==> src/rtl/z80_bus_seq.sv <==
module z80_bus_seq #(
  parameter int CW       = 4,
  parameter int LEADIN_T = 3
) (
  input  logic          clk,
  input  logic          rst_n,
  input  logic          cmd_valid,
  output logic          cmd_ready,
  input  logic [2:0]    cmd_kind,
  input  logic [15:0]   cmd_addr,
  input  logic [CW-1:0] cmd_count,
  input  logic          ir_wr,
  input  logic [15:0]   ir_din,
  output logic          busy,
  output logic [15:0]   bus_addr,
  output logic          mreq,
  output logic          ioreq,
  output logic          rfsh
);
  localparam int HW     = (CW + 1 > 4) ? CW + 1 : 4;
  localparam int LEAD_H = 2 * LEADIN_T;
  localparam int LW     = $clog2(LEAD_H + 1);

  localparam logic [2:0] K_FETCH = 3'd0;
  localparam logic [2:0] K_RD    = 3'd1;
  localparam logic [2:0] K_WR    = 3'd2;
  localparam logic [2:0] K_IORD  = 3'd3;
  localparam logic [2:0] K_IOWR  = 3'd4;
  localparam logic [2:0] K_INTIR = 3'd5;

  logic [LW-1:0] lead;
  logic          active;
  logic [2:0]    kind;
  logic [15:0]   caddr;
  logic [CW-1:0] cnt;
  logic [HW-1:0] half;
  logic [HW-1:0] len;
  logic [7:0]    ireg, rreg;
  logic          lead_done, last, accept, is_fetch, is_mem, is_io;

  assign lead_done = (lead == LW'(LEAD_H));
  assign is_fetch  = (kind == K_FETCH);
  assign is_mem    = (kind == K_RD) || (kind == K_WR);
  assign is_io     = (kind == K_IORD) || (kind == K_IOWR);

  always_comb begin
    if (is_fetch || is_io) len = HW'(8);
    else if (is_mem)       len = HW'(6);
    else                   len = HW'({cnt, 1'b0});
  end

  assign last      = active && (half == len - HW'(1));
  assign busy      = active && !last;
  assign cmd_ready = lead_done && !busy;
  assign accept    = cmd_valid && cmd_ready;

  always_ff @(posedge clk or negedge rst_n) begin
    if (!rst_n) begin
      lead   <= '0;
      active <= 1'b0;
      kind   <= K_FETCH;
      caddr  <= '0;
      cnt    <= '0;
      half   <= '0;
    end else begin
      if (!lead_done) lead <= lead + LW'(1);
      if (accept) begin
        active <= 1'b1;
        kind   <= cmd_kind;
        caddr  <= cmd_addr;
        cnt    <= (cmd_count == '0) ? CW'(1) : cmd_count;
        half   <= '0;
      end else if (last) begin
        active <= 1'b0;
      end else if (active) begin
        half <= half + HW'(1);
      end
    end
  end

  always_ff @(posedge clk or negedge rst_n) begin
    if (!rst_n) begin
      ireg <= '0;
      rreg <= '0;
    end else if (ir_wr) begin
      ireg <= ir_din[15:8];
      rreg <= ir_din[7:0];
    end else if (last && is_fetch) begin
      rreg <= {rreg[7], rreg[6:0] + 7'd1};
    end
  end

  always_comb begin
    bus_addr = 16'hFFFF;
    mreq     = 1'b0;
    ioreq    = 1'b0;
    rfsh     = 1'b0;
    if (active) begin
      if (is_fetch) begin
        if (half < HW'(4)) begin
          bus_addr = caddr;
          mreq     = (half != '0);
        end else begin
          bus_addr = {ireg, rreg};
          rfsh     = 1'b1;
          mreq     = (half == HW'(5)) || (half == HW'(6));
        end
      end else if (is_mem) begin
        bus_addr = caddr;
        mreq     = (half >= HW'(1)) && (half <= HW'(4));
      end else if (is_io) begin
        bus_addr = caddr;
        ioreq    = (half >= HW'(2)) && (half <= HW'(6));
      end else if (kind == K_INTIR) begin
        bus_addr = {ireg, rreg};
      end else begin
        bus_addr = caddr;
      end
    end
  end
endmodule

==> config.mk <==
export PLATFORM = sky130hd
export DESIGN_NAME = z80_bus_seq
export DESIGN_NICKNAME = d
export VERILOG_FILES = /design/src/rtl/z80_bus_seq.sv
export SDC_FILE = /design/constraint.sdc
export NUM_CORES = 1
export LEC_CHECK = 0
export ABC_AREA = 1
export BUFFER_PORTS_ARGS = -buffer_cell sky130_fd_sc_hd__buf_2
export CORE_ASPECT_RATIO = 1.25
export CORE_MARGIN = 2
export CORE_UTILIZATION = 40
export CTS_CLUSTER_DIAMETER = 150
export DETAILED_ROUTE_END_ITERATION = 10
export GPL_ROUTABILITY_DRIVEN = 0
export HOLD_SLACK_MARGIN = 0.06
export PLACE_DENSITY = 0.69
export SLEW_MARGIN = 30
export SYNTH_ARGS = -nofsm -noshare
export SYNTH_HDL_FRONTEND = slang
export SYNTH_SLANG_ARGS = --single-unit
==> constraint.sdc <==
create_clock -name clk -period 2.37 [get_ports clk]
set_input_delay 0.237 -clock clk [delete_from_list [all_inputs] [get_ports clk]]
set_output_delay 0.237 -clock clk [all_outputs]
set_load 0.03 [all_outputs]
==> metrics.md <==
| Metric | Value |
|---|---|
| Status | complete, but fails checks |
| Failing checks | setup timing |
| Period minus WS final | between 2000 and 2500 ps |
| Initial DRT Pass Iterations | 5 |
| Worst setup margin | -129 ps |
| Final instance area | 3990 µm² |
| DIE AREA | 8480 µm² |
| Root Buffer | clkbuf_8 |
| Critical-path cell list | inv_2 -> nand3_4 -> nand2_2 -> nand2_2 -> ha_4 -> xnor2_2 -> nor2_2 -> nand3_2 -> nor2_4 -> nand2_4 -> nand2_4 -> inv_4 -> nor2_4 -> buf_6 |
| Hold slack | 132 ps |
| Die Y | 102 µm |
| Warnings, synthesis | 0 |
| DR WL/cell | 14.8 µm |
| Area after DPL | 3480 µm² |
| Data required, critical path | 2130 ps |
| Sink Count | 48 |
| Largest net degree at the start of global routing | 49 |
| Compound-Gate Fraction of Synth Area | 0.149 |
| CP delay by family, top | simple AND/OR/NAND/NOR gates |
| Worst Tran Pin Value | 640 ps |
| FF+latch count, synth | 48 |
| Critical path arrival | 2260 ps |
| Crit-path max FO | 6 |
| Final Max Tran Viols | 0 |
| Antenna diode count | 0 |
| Unrepaired setup endpoints after global routing | true |
| Final period utilization | 1.05 |
| WL final | 8.83 mm |
| Hold_sp | ir_din[9] |
| Setup crit end kind | primary output |
| CP peak stage delay | 470 ps |
| Fin cells | 595 |
| Total track usage | 0.200 |
| Main combinational cell family by area after synthesis | simple AND/OR/NAND/NOR gates |
| Core area | approximately 7400 µm² |
| Hold EP | ireg[1] |
| Layout cell share with drive strength beyond 1 | 0.312 |
| Final Hold Viols | 0 |
| # rows | 35 |
| Worst min path class | input pin to flip-flop |
| Syn avg cell area | approximately 7.3 µm² |
| First-pass GRT wire length | 13.1 mm |
| Cell Area, Synth | 3100 µm² |
| I/O Buffers | 63 |
| Vias per cell | 5.34 |
| Clk_lat worst skew | 320 ps |
| XOR/XNOR Fraction of Synth Area | 0.0198 |
| Layout Utilization | 0.536 |
| Clock transition at path regs | ~90 ps |
| Worst vdd ir | about 0.73 mV |
| Max-cap viol count | 0 |
| Drc violations | 0 |
| Post-Synth Adder-Cell Area | 0.0282 |
| Syn_nets | 472 |
| Sequential share of the synthesized area | 0.387 |
| Mux cell area share after synthesis | 0 |
| WP buf/inv | 3 |
| Clock Skews | 11.9 ps |
| Cell Pwr Density | 1610 nW/µm² |
| Num CTS Buffers | 5 |
| Initial core utilization | 0.416 |
| Slew margin rel. | 0.573 |
| Most frequent cells in the layout | nand2_1 (92), buf_2 (60), o21ai_0 (47) |
| Antenna-violating nets left | 0 |
| Growth of design area from synthesis to finish | 28.7% |
| Simple-Gate Fraction of Synth Area | 0.322 |
| Max Fclk | 400 MHz |
| Synth Instances | around 420 |
| Final #Nets | 552 |
| Aggregate global routing overflow | 0 |
| CP max stage cell | dfrtp_2 |
| Placement Setup Slack | -45.9 ps |
| CTS max path bufs | 2 |
| Antenna violations before repair | 0 |
| Total placed cells including tap cells | between 500 and 600 |
| P_leak | slightly above 2 nW |
| Vias in the first global route | 2,793 |
| Die W | just over 80 µm |
| FF-to-FF Start | kind[2] |
| Htree depth | 2 |
| Reg2reg path depth | 16 |
| Finish-stage setup viols | 25 |
| CTS tree | built |
| Initial DRC count | 275 |
| Critical Path Start Type | flip-flop |
| WHS Path Cells | 3 |
| Filler Cell Count | 729 |
| Most common cell after layout, fill and taps aside | nand2_1 |
| HPWL after DPL | 5.53 mm |
| Crit Path Class | flip-flop to primary output |
| Vias after detailed routing | about 3,200 |
| Top-Level Pins | between 60 and 70 |
| Yosys cell types | 32 |
| R2R setup slack | -70 ps |
| FF-to-FF End | caddr[4] |
[power breakdown]
part / total [mW] / switching, mW / internal (mW) / leakage, nW
sequential: 1.41 / 0.306 / 1.10 / 0.586
combinational: 4.48 / 2.75 / 1.73 / 1.38
clock: 0.549 / 0.309 / 0.240 / 0.0516
[worst max-delay path by stage]
stage	end	slack (ps)	from	depth (start not counted)
after detailed placement	caddr[4]	-50	kind[1]	15
final	cmd_ready	-130	kind[2]	14
after global placement	caddr[3]	50	kind[0]	15
after floorplan	cmd_ready	20	kind[2]	15
after global routing	cmd_ready	-230	kind[1]	15
after CTS	cmd_ready	-130	kind[0]	14
[flip-flops by register name (all words and copies together) (netlist names)]
| name | flops |
|---|---|
| kind | 3 |
| active | 1 |
| half | 5 |
| ireg | 8 |
| caddr | 16 |
| lead | 3 |
| rreg | 8 |
| cnt | 4 |
[through the flow]
stage / TNS [ps] / total power, mW
after CTS: -911 / 5.67
after global placement: 0 / 4.71
after detailed placement: -325 / 4.79
final: -748 / 6.43
after floorplan: 0 / 4.03
after global routing: -4000 / 6.91
[routing by layer]
layer / share of wire / vias to the layer above / GRT usage / wire [µm]
li1: - / 1584 / - / -
met1: 0.43 / 1477 / 0.270 / 3790
met2: 0.50 / 100 / 0.326 / 4430
met3: 0.050 / 18 / 0.0300 / 439
met4: 0.019 / 0 / 0.0719 / 170
met5: 0 / - / 0 / 0
[tightest hold or removal path, cell delays in order]
cell	delay [ps]
buf_2	80
nand2_1	40
o21ai_0	60
[synth_stat cells (all sizes together)]
cell type  instances  share of area
nor4               1         0.0020
nor2              11          0.017
nand4             29          0.061
clkbuf            13          0.016
nand3b             1         0.0024
o21a               1         0.0048
o21ai             47          0.076
nand3             38          0.071
or2                1         0.0020
a21oi             33          0.053
clkinv             1         0.0012
inv               40          0.048
ha                 7          0.028
nand2            119           0.16
buf               12          0.029
nor3               6         0.0097
xnor2              3         0.0085
xor2               4          0.011
dfrtp             48           0.39
o31ai              3         0.0073
o211ai             3         0.0073
nor3b              1         0.0024
[cell type report]
type	count	area (µm²)	area share
inverter	41	160	0.0402
sequential	48	1200	0.302
timing repair inverter	1	7.51	0.00188
multi-input combinational	311	1770	0.444
timing repair buffer	94	634	0.159
clock inverter	2	13.8	0.00345
tap	92	115	0.0289
clock buffer	6	82.6	0.0207
[what timing repair did]
action                                  CTS  global route
endpoints found under the setup margin   43            51
hold buffers                              1             0
pin swaps                                 8            19
cloned                                    1             5
buffers inserted                         10            10
endpoints found under the hold margin    48             0
gates resized for setup                  13            37
[logic make-up (layout without fill, tap and decap cells)]
group,count (synthesis),after routing
AO/OA/AOI/OAI,87,87
adder cells (fa/ha/maj),7,7
AND/OR/NAND/NOR,207,210
buffers and inverters,66,144
XOR/XNOR,7,7
flip-flops,48,48
Power figures use the tool's default switching activity.
